### src/rtl/sar_pkg.sv
package sar_pkg;

  typedef enum logic [1:0] {
    ST_IDLE   = 2'd0,
    ST_SAMPLE = 2'd1,
    ST_CONV   = 2'd2
  } sar_state_e;

  // Each step of the resolution code drops this many bits.
  localparam int unsigned RES_STEP = 2;

  // Number of resolved bits for a resolution code.
  function automatic int unsigned res_bits(input logic [1:0] sel, input int unsigned full);
    unique case (sel)
      2'd0:    return full;
      2'd1:    return full - RES_STEP;
      default: return full - 2 * RES_STEP;
    endcase
  endfunction

endpackage

### src/rtl/sar_seq_fsm.sv
module sar_seq_fsm
  import sar_pkg::*;
#(
  parameter int SMP_CYC = 3,
  parameter int CH_W    = 5,
  parameter int INJ_MAX = 4,
  parameter int LEN_W   = (INJ_MAX > 1) ? $clog2(INJ_MAX) : 1
) (
  input  logic                    clk,
  input  logic                    rst_n,
  input  logic                    trig_i,
  input  logic                    mode_inj_i,
  input  logic [1:0]              res_sel_i,
  input  logic                    align_left_i,
  input  logic [CH_W-1:0]         reg_chan_i,
  input  logic [LEN_W-1:0]        inj_len_i,
  input  logic [INJ_MAX*CH_W-1:0] inj_chans_i,
  input  logic                    conv_fin_i,
  output logic                    start_o,
  output logic                    sample_o,
  output logic                    busy_o,
  output logic [CH_W-1:0]         chan_o,
  output logic [LEN_W-1:0]        seq_o,
  output logic                    inj_o,
  output logic [1:0]              res_sel_o,
  output logic                    left_o,
  output logic                    last_o,
  output logic                    ovr_o
);

  localparam int SC_W = (SMP_CYC > 1) ? $clog2(SMP_CYC) : 1;
  localparam logic [SC_W-1:0] SC_LAST = SC_W'(SMP_CYC - 1);

  sar_state_e              state_q;
  logic [SC_W-1:0]         smp_cnt_q;
  logic [LEN_W-1:0]        seq_q;
  logic                    cfg_inj_q;
  logic [1:0]              cfg_res_q;
  logic                    cfg_left_q;
  logic [CH_W-1:0]         cfg_chan_q;
  logic [LEN_W-1:0]        cfg_len_q;
  logic [INJ_MAX*CH_W-1:0] cfg_list_q;

  // Named events for the assertions.
  logic accept_w;
  logic smp_last_w;
  logic more_w;

  assign accept_w   = trig_i && (state_q == ST_IDLE);
  assign smp_last_w = (state_q == ST_SAMPLE) && (smp_cnt_q == SC_LAST);
  assign more_w     = cfg_inj_q && (seq_q != cfg_len_q);

  always_ff @(posedge clk or negedge rst_n) begin
    if (!rst_n) begin
      state_q    <= ST_IDLE;
      smp_cnt_q  <= '0;
      seq_q      <= '0;
      cfg_inj_q  <= 1'b0;
      cfg_res_q  <= 2'd0;
      cfg_left_q <= 1'b0;
      cfg_chan_q <= '0;
      cfg_len_q  <= '0;
      cfg_list_q <= '0;
      ovr_o      <= 1'b0;
    end else begin
      ovr_o <= trig_i && (state_q != ST_IDLE);
      unique case (state_q)
        ST_IDLE: begin
          if (trig_i) begin
            cfg_inj_q  <= mode_inj_i;
            cfg_res_q  <= res_sel_i;
            cfg_left_q <= align_left_i;
            cfg_chan_q <= reg_chan_i;
            cfg_len_q  <= inj_len_i;
            cfg_list_q <= inj_chans_i;
            seq_q      <= '0;
            smp_cnt_q  <= '0;
            state_q    <= ST_SAMPLE;
          end
        end
        ST_SAMPLE: begin
          if (smp_last_w) begin
            smp_cnt_q <= '0;
            state_q   <= ST_CONV;
          end else begin
            smp_cnt_q <= smp_cnt_q + 1'b1;
          end
        end
        ST_CONV: begin
          if (conv_fin_i) begin
            if (more_w) begin
              seq_q     <= seq_q + 1'b1;
              smp_cnt_q <= '0;
              state_q   <= ST_SAMPLE;
            end else begin
              state_q <= ST_IDLE;
            end
          end
        end
        default: state_q <= ST_IDLE;
      endcase
    end
  end

  assign start_o   = smp_last_w;
  assign sample_o  = (state_q == ST_SAMPLE);
  assign busy_o    = (state_q != ST_IDLE);
  assign chan_o    = cfg_inj_q ? cfg_list_q[int'(seq_q)*CH_W +: CH_W] : cfg_chan_q;
  assign seq_o     = seq_q;
  assign inj_o     = cfg_inj_q;
  assign res_sel_o = cfg_res_q;
  assign left_o    = cfg_left_q;
  assign last_o    = !more_w;

  p_busy_start_r1: assert property (@(posedge clk) disable iff (!rst_n)
    accept_w |=> (sample_o && busy_o));

  p_chan_hold_r1: assert property (@(posedge clk) disable iff (!rst_n)
    (sample_o && $past(sample_o)) |-> $stable(chan_o));

  p_ovr_on_busy_r9: assert property (@(posedge clk) disable iff (!rst_n)
    (trig_i && busy_o) |=> ovr_o);

  p_cfg_frozen_r11: assert property (@(posedge clk) disable iff (!rst_n)
    (busy_o && $past(busy_o)) |-> ($stable(res_sel_o) && $stable(inj_o) && $stable(left_o)));

endmodule

### src/rtl/sar_bit_engine.sv
module sar_bit_engine
  import sar_pkg::*;
#(
  parameter int RES_MAX = 12,
  parameter int IDX_W   = $clog2(RES_MAX)
) (
  input  logic               clk,
  input  logic               rst_n,
  input  logic               start_i,
  input  logic [1:0]         res_sel_i,
  input  logic               cmp_i,
  output logic [RES_MAX-1:0] dac_code_o,
  output logic               conv_fin_o,
  output logic [RES_MAX-1:0] code_fin_o
);

  logic               active_q;
  logic [IDX_W-1:0]   idx_q;
  logic [IDX_W-1:0]   stop_q;
  logic [RES_MAX-1:0] acc_q;
  logic [RES_MAX-1:0] trial_w;
  logic [IDX_W-1:0]   stop_w;

  assign trial_w    = RES_MAX'(1) << idx_q;
  assign stop_w     = IDX_W'(RES_MAX - int'(res_bits(res_sel_i, RES_MAX)));
  assign dac_code_o = active_q ? (acc_q | trial_w) : '0;
  assign code_fin_o = cmp_i ? (acc_q | trial_w) : acc_q;
  assign conv_fin_o = active_q && (idx_q == stop_q);

  always_ff @(posedge clk or negedge rst_n) begin
    if (!rst_n) begin
      active_q <= 1'b0;
      idx_q    <= '0;
      stop_q   <= '0;
      acc_q    <= '0;
    end else if (start_i) begin
      active_q <= 1'b1;
      idx_q    <= IDX_W'(RES_MAX - 1);
      stop_q   <= stop_w;
      acc_q    <= '0;
    end else if (active_q) begin
      acc_q <= code_fin_o;
      if (conv_fin_o) active_q <= 1'b0;
      else            idx_q    <= idx_q - 1'b1;
    end
  end

  p_msb_first_r2: assert property (@(posedge clk) disable iff (!rst_n)
    (active_q && $past(active_q)) |-> (idx_q == IDX_W'($past(idx_q) - 1'b1)));

  p_kept_bit_r2: assert property (@(posedge clk) disable iff (!rst_n)
    (active_q && $past(active_q)) |-> (dac_code_o[int'(idx_q) + 1] == $past(cmp_i)));

  p_start_idle_r2: assert property (@(posedge clk) disable iff (!rst_n)
    start_i |-> !active_q);

endmodule

### src/rtl/sar_result_bank.sv
module sar_result_bank
  import sar_pkg::*;
#(
  parameter int RES_MAX = 12,
  parameter int DATA_W  = 16,
  parameter int INJ_MAX = 4,
  parameter int LEN_W   = (INJ_MAX > 1) ? $clog2(INJ_MAX) : 1
) (
  input  logic                      clk,
  input  logic                      rst_n,
  input  logic                      conv_fin_i,
  input  logic [RES_MAX-1:0]        code_i,
  input  logic [1:0]                res_sel_i,
  input  logic                      left_i,
  input  logic                      inj_i,
  input  logic [LEN_W-1:0]          seq_i,
  input  logic                      last_i,
  output logic [DATA_W-1:0]         reg_data_o,
  output logic [INJ_MAX*DATA_W-1:0] inj_data_o,
  output logic                      eoc_o,
  output logic                      eos_o
);

  // Code arrives MSB-justified in RES_MAX bits with unused low bits zero.
  function automatic logic [DATA_W-1:0] place(input logic [RES_MAX-1:0] code,
                                              input logic [1:0] sel,
                                              input logic left);
    logic [DATA_W-1:0] wide;
    int unsigned       nb;
    nb   = res_bits(sel, RES_MAX);
    wide = DATA_W'(code);
    if (left) return wide << (DATA_W - RES_MAX);
    return wide >> (RES_MAX - int'(nb));
  endfunction

  logic [DATA_W-1:0] placed_w;
  logic              wr_reg_w;

  assign placed_w = place(code_i, res_sel_i, left_i);
  assign wr_reg_w = conv_fin_i && !inj_i;

  always_ff @(posedge clk or negedge rst_n) begin
    if (!rst_n) begin
      reg_data_o <= '0;
      eoc_o      <= 1'b0;
      eos_o      <= 1'b0;
    end else begin
      eoc_o <= conv_fin_i;
      eos_o <= conv_fin_i && inj_i && last_i;
      if (wr_reg_w) reg_data_o <= placed_w;
    end
  end

  for (genvar k = 0; k < INJ_MAX; k++) begin : g_slot
    logic [DATA_W-1:0] slot_q;
    logic              wr_w;
    assign wr_w = conv_fin_i && inj_i && (int'(seq_i) == k);
    always_ff @(posedge clk or negedge rst_n) begin
      if (!rst_n)    slot_q <= '0;
      else if (wr_w) slot_q <= placed_w;
    end
    assign inj_data_o[k*DATA_W +: DATA_W] = slot_q;
  end

  p_eos_with_eoc_r8: assert property (@(posedge clk) disable iff (!rst_n)
    eos_o |-> eoc_o);

  p_eoc_pulse_r6: assert property (@(posedge clk) disable iff (!rst_n)
    eoc_o |=> !eoc_o);

  p_reg_kept_r7: assert property (@(posedge clk) disable iff (!rst_n)
    (conv_fin_i && inj_i) |=> $stable(reg_data_o));

  p_no_eos_regular_r8: assert property (@(posedge clk) disable iff (!rst_n)
    (conv_fin_i && !inj_i) |=> !eos_o);

endmodule

### src/rtl/sar_seq_top.sv
module sar_seq_top
  import sar_pkg::*;
#(
  parameter int SMP_CYC = 3,
  parameter int RES_MAX = 12,
  parameter int DATA_W  = 16,
  parameter int INJ_MAX = 4,
  parameter int CH_W    = 5,
  localparam int LEN_W  = (INJ_MAX > 1) ? $clog2(INJ_MAX) : 1
) (
  input  logic                      clk,
  input  logic                      rst_n,
  input  logic                      trig,
  input  logic                      mode_inj,
  input  logic [1:0]                res_sel,
  input  logic                      align_left,
  input  logic [CH_W-1:0]           reg_chan,
  input  logic [LEN_W-1:0]          inj_len,
  input  logic [INJ_MAX*CH_W-1:0]   inj_chans,
  input  logic                      cmp_in,
  output logic [RES_MAX-1:0]        dac_code,
  output logic                      sample_en,
  output logic [CH_W-1:0]           chan_sel,
  output logic                      busy,
  output logic [DATA_W-1:0]         reg_data,
  output logic [INJ_MAX*DATA_W-1:0] inj_data,
  output logic                      eoc,
  output logic                      eos,
  output logic                      ovr
);

  logic               start_w;
  logic               conv_fin_w;
  logic [RES_MAX-1:0] code_fin_w;
  logic [LEN_W-1:0]   seq_w;
  logic               inj_w;
  logic [1:0]         res_w;
  logic               left_w;
  logic               last_w;

  sar_seq_fsm #(
    .SMP_CYC(SMP_CYC), .CH_W(CH_W), .INJ_MAX(INJ_MAX), .LEN_W(LEN_W)
  ) u_fsm (
    .clk(clk), .rst_n(rst_n), .trig_i(trig), .mode_inj_i(mode_inj),
    .res_sel_i(res_sel), .align_left_i(align_left), .reg_chan_i(reg_chan),
    .inj_len_i(inj_len), .inj_chans_i(inj_chans), .conv_fin_i(conv_fin_w),
    .start_o(start_w), .sample_o(sample_en), .busy_o(busy), .chan_o(chan_sel),
    .seq_o(seq_w), .inj_o(inj_w), .res_sel_o(res_w), .left_o(left_w),
    .last_o(last_w), .ovr_o(ovr)
  );

  sar_bit_engine #(.RES_MAX(RES_MAX)) u_engine (
    .clk(clk), .rst_n(rst_n), .start_i(start_w), .res_sel_i(res_w),
    .cmp_i(cmp_in), .dac_code_o(dac_code), .conv_fin_o(conv_fin_w),
    .code_fin_o(code_fin_w)
  );

  sar_result_bank #(
    .RES_MAX(RES_MAX), .DATA_W(DATA_W), .INJ_MAX(INJ_MAX), .LEN_W(LEN_W)
  ) u_bank (
    .clk(clk), .rst_n(rst_n), .conv_fin_i(conv_fin_w), .code_i(code_fin_w),
    .res_sel_i(res_w), .left_i(left_w), .inj_i(inj_w), .seq_i(seq_w),
    .last_i(last_w), .reg_data_o(reg_data), .inj_data_o(inj_data),
    .eoc_o(eoc), .eos_o(eos)
  );

  p_dac_quiet_r10: assert property (@(posedge clk) disable iff (!rst_n)
    !busy |-> (dac_code == '0));

endmodule

### config.mk
export PLATFORM = sky130hd
export DESIGN_NAME = sar_seq_top
export DESIGN_NICKNAME = d
export VERILOG_FILES = /design/src/rtl/sar_pkg.sv /design/src/rtl/sar_seq_fsm.sv /design/src/rtl/sar_bit_engine.sv /design/src/rtl/sar_result_bank.sv /design/src/rtl/sar_seq_top.sv
export SDC_FILE = /design/constraint.sdc
export NUM_CORES = 1
export LEC_CHECK = 0
export ABC_AREA = 0
export CAP_MARGIN = 20
export CORE_MARGIN = 2
export CORE_UTILIZATION = 51
export DETAILED_ROUTE_END_ITERATION = 10
export GPL_ROUTABILITY_DRIVEN = 0
export GPL_TIMING_DRIVEN = 1
export PLACE_DENSITY_LB_ADDON = 0.15
export SETUP_SLACK_MARGIN = 0.5
export SLEW_MARGIN = 20
export SYNTH_ARGS = -nofsm -noshare
export SYNTH_HDL_FRONTEND = slang
export SYNTH_SLANG_ARGS = --single-unit
export TNS_END_PERCENT = 1
### constraint.sdc
create_clock -name clk -period 2.58 [get_ports clk]
set_input_delay 0.774 -clock clk [delete_from_list [all_inputs] [get_ports clk]]
set_output_delay 0.774 -clock clk [all_outputs]
set_load 0.03 [all_outputs]
==> results by group <==
Logic synthesis
  – Most frequent cell after synthesis: dfrtp_1
  – Most used DFF post-synth: dfrtp_1
  – #FFs+latches synth: 140
  – XOR/XNOR Fraction of Synth Area: 0.00847
  – Synth Warn #: 0
  – Netlist cell types: 47
  – Post-Synth Adder-Cell Area: 0.0202
  – Mux cell area share after synthesis: 0.199
  – Largest family of logic cells by synthesized area: multiplexers
  – Commonest cells in the netlist: dfrtp_1, mux2_2, nand2_1, mux2_1, o21ai_0
  – Dominant cells by area after synthesis: dfrtp_1, mux2_2, mux2_1
  – Synthesized area per cell: approximately 12 um^2
  – Cells after Synth: just over 500
  – EDFF count, synth: 0
  – Synth Area in Compound Gates: 0.0807
  – Mapped Nets: 548
  – Post-synth ARST share: 1.00
  – Simple logic cell fraction of the synthesized area: 0.103
  – Area leader, netlist: dfrtp_1
  – Seq/Total Area, Yosys: 0.565
  – Synth top area share: 0.565
  – Synth Cell Area: just over 0.006 mm^2

Die
  – I/O pin total: approximately 140
  – Die W: 114 um
  – Die Y: 114 um
  – Core area: ~0.012 mm^2
  – FP Rows: 40
  – Die ar.: approximately 0.013 mm^2
  – Initial Util: 0.519

STA
  – Period utilisation layout: 1.02
  – Slew of the pin with the lowest slew margin: between 0.5 and 0.6 ns
  – Min Tclk post-route: 2.63 ns
  – Slew headroom: 0.613
  – Final Setup Violations: 5
  – Final-report hold violation count: 0
  – Achievable Freq: ~380 MHz
  – Unrepaired setup endpoints after global routing: true
  – Setup ws final: -0.0537 ns
  – Final Slew Violations: 0
  – Clock skew: a little over 0.006 ns

Global route
  – Initial antenna violation count: 0
  – First-pass GRT wire length: 25100 um
  – Vias in the first global route: 4771
  – Overflow after GRT: 0
  – GRT Util Overall: 0.252
  – Largest net degree at the start of global routing: about 50

Clocking
  – CTS root buffer: clkbuf_16
  – CTS tree: built
  – Clock-pin slew on the worst setup and hold paths: 0.06 ns
  – TritonCTS Sinks: 140
  – TritonCTS buffer count: 17
  – Worst-Skew Late Latency: 0.43 ns
  – Max H-tree Level: 4
  – CTS max path bufs: 2

Min path
  – Worst min path class: in -> async

Layout
  – Nets@finish: roughly 700
  – ANT cells: 0
  – Layout cells sized above 1: 0.314
  – Post-Layout Cell Count: a little over 800
  – Fin util: 0.750
  – Syn-to-layout area delta: 44.6%

Flow run
  – Total of max-cap violations: 0

Pwr
  – Pleak: around 4.4 nW
  – Peak VDD IR: roughly 0.94 mV
  – Power Dens Cells: roughly 1100 mW/mm^2

Detailed routing
  – Routed wire per std cell: between 15 and 20 um
  – Detailed Routing Iterations Pass 1: 5
  – Number of remaining DRC errors: 0
  – Vias: ~4700
  – DRT antenna net count: 0
  – Vias/cell: 5.62
  – Routed wire length: roughly 16000 um
  – DR iter-0 viols: 319

Worst setup path
  – Crit path launch type: flip-flop
  – Critical path's slowest cell: mux4_2
  – WP data required: ~1.8 ns
  – Crit Path Category: reg -> out
  – Max incr delay on CP: 0.49 ns
  – Top fanout value on the critical path: 4
  – CP Cell Sequence: buf_12 -> mux4_2 -> mux2_4 -> buf_6
  – Critical path arrival: between 1.5 and 2 ns
  – Crit. End Element: output pin

Run status
  – Outcome: finished with violations
  – Failing checks: setup timing

Placement
  – Pre-CTS WS: -0.189 ns
  – Detail Placement HPWL: around 11000 um
  – Cells after DPL: between 700 and 800
  – Buffers added on ports: approximately 140
flip-flops by register name, indices dropped and copies added, names as in the netlist:
| signal | count |
|---|---|
| u_fsm.state_q | 2 |
| u_bank.reg_data_o | 16 |
| u_fsm.ovr_o | 1 |
| u_fsm.seq_o | 2 |
| u_bank.g_slot.slot_q | 64 |
| u_fsm.cfg_len_q | 2 |
| u_bank.eoc_o | 1 |
| u_fsm.res_sel_o | 2 |
| u_fsm.cfg_list_q | 20 |
| u_engine.active_q | 1 |
| u_engine.idx_q | 4 |
| u_fsm.left_o | 1 |
| u_engine.stop_q | 3 |
| u_fsm.cfg_chan_q | 5 |
| u_bank.eos_o | 1 |
| u_fsm.inj_o | 1 |
| u_engine.acc_q | 12 |
| u_fsm.smp_cnt_q | 2 |
cell usage in the layout (no fill, tap or decap), types with 3 or more instances in the layout:
cell             count
nand2_1             39
and3_4               4
or3_1                3
ha_4                 4
xor2_1               3
nor2b_1              8
mux2_2              44
nor2_1              22
buf_12              18
a21o_1               4
a31oi_1              4
nor2b_2              7
mux2_1              32
nand2b_1             6
o21ai_0             13
clkbuf_16           17
clkinvlp_4           3
a221o_1              3
inv_1                3
clkinv_4             4
clkdlybuf4s50_1     32
mux4_2               5
o21a_1               3
a31oi_2              6
nor2b_4              5
mux2i_1              5
buf_4               28
a21oi_1             13
nor3_1              13
nand4_1              4
o211ai_1             3
o21ai_1             14
clkinv_2             6
dlygate4sd2_1       83
dfrtp_2              7
buf_6               13
dfrtp_1            133
mux2_4              19
ha_1                 5
worst max-delay path, delay by kind of cell (launching register included):
kind                   cells  cell delay [ns]
flip-flops                 1             0.40
buffers and inverters      2             0.26
multiplexers               2             0.77
logic make-up after synthesis:
family | Yosys count
fa+ha+maj | 10
xor+xnor | 6
simple gates | 127
mux | 105
compound gates | 81
buf+inv | 34
flops | 140
repair_timing:
item / CTS / global route
endpoints found under the setup margin: 161 / 89
pin swaps: 8 / 31
resized for setup: 173 / 64
setup buffers: 1 / 3
hold endpoints to repair: 0 / 0
hold buffers: 0 / 0
gates cloned: 0 / 0
final timing paths:
check | startpoint | to | slack (ns) | cells past startpoint
worst max-delay path | u_fsm.seq_o[0]$_DFFE_PN0P_ | chan_sel[3] | -0.05 | 4
worst min-delay path | rst_n | u_bank.g_slot[2].slot_q[14]$_DFFE_PN0P_ | 0.28 | 1
worst max register to register | u_engine.idx_q[1]$_DFFE_PN0P_ | u_bank.g_slot[0].slot_q[11]$_DFFE_PN0P_ | 0.25 | 6
worst min register to register | u_bank.g_slot[0].slot_q[4]$_DFFE_PN0P_ | u_bank.g_slot[0].slot_q[4]$_DFFE_PN0P_ | 0.48 | 1
max in group asynchronous | rst_n | u_bank.g_slot[0].slot_q[9]$_DFFE_PN0P_ | 1.60 | 2
min in group clk | u_bank.g_slot[0].slot_q[4]$_DFFE_PN0P_ | u_bank.g_slot[0].slot_q[4]$_DFFE_PN0P_ | 0.48 | 1
power by group:
part	switching, mW	total, mW	internal, mW
clock	0.964	2.28	1.32
sequential	0.526	3.30	2.77
combinational	2.38	4.36	1.98
total	3.87	9.94	6.07
metal layers:
layer  track usage  part of all wire
met5             0                 0
met4         0.108             0.023
met3        0.0794             0.068
met2         0.403              0.50
met1         0.319              0.41
per-stage QoR:
step	hold slack (ns)	instance area [um^2]	power (mW)	setup TNS, ns
2_1_floorplan	0.465	6230	5.61	0
3_3_place_gp	0.461	8100	7.05	-0.981
3_5_place_dp	0.471	8100	7.17	-1.55
4_1_cts	0.294	8750	9.66	-0.424
5_1_grt	0.314	8970	10.4	-0.582
6_report	0.275	8970	9.94	-0.221
layout make-up:
type,count,area [um^2]
clock buffers,17,425
clock inverters,15,126
fillers,828,2990
inverters,8,37.5
multi-input cells,329,2910
flip-flops and latches,140,3510
well taps,147,184
repair buffers,175,1780
Power figures use the tool's default switching activity.
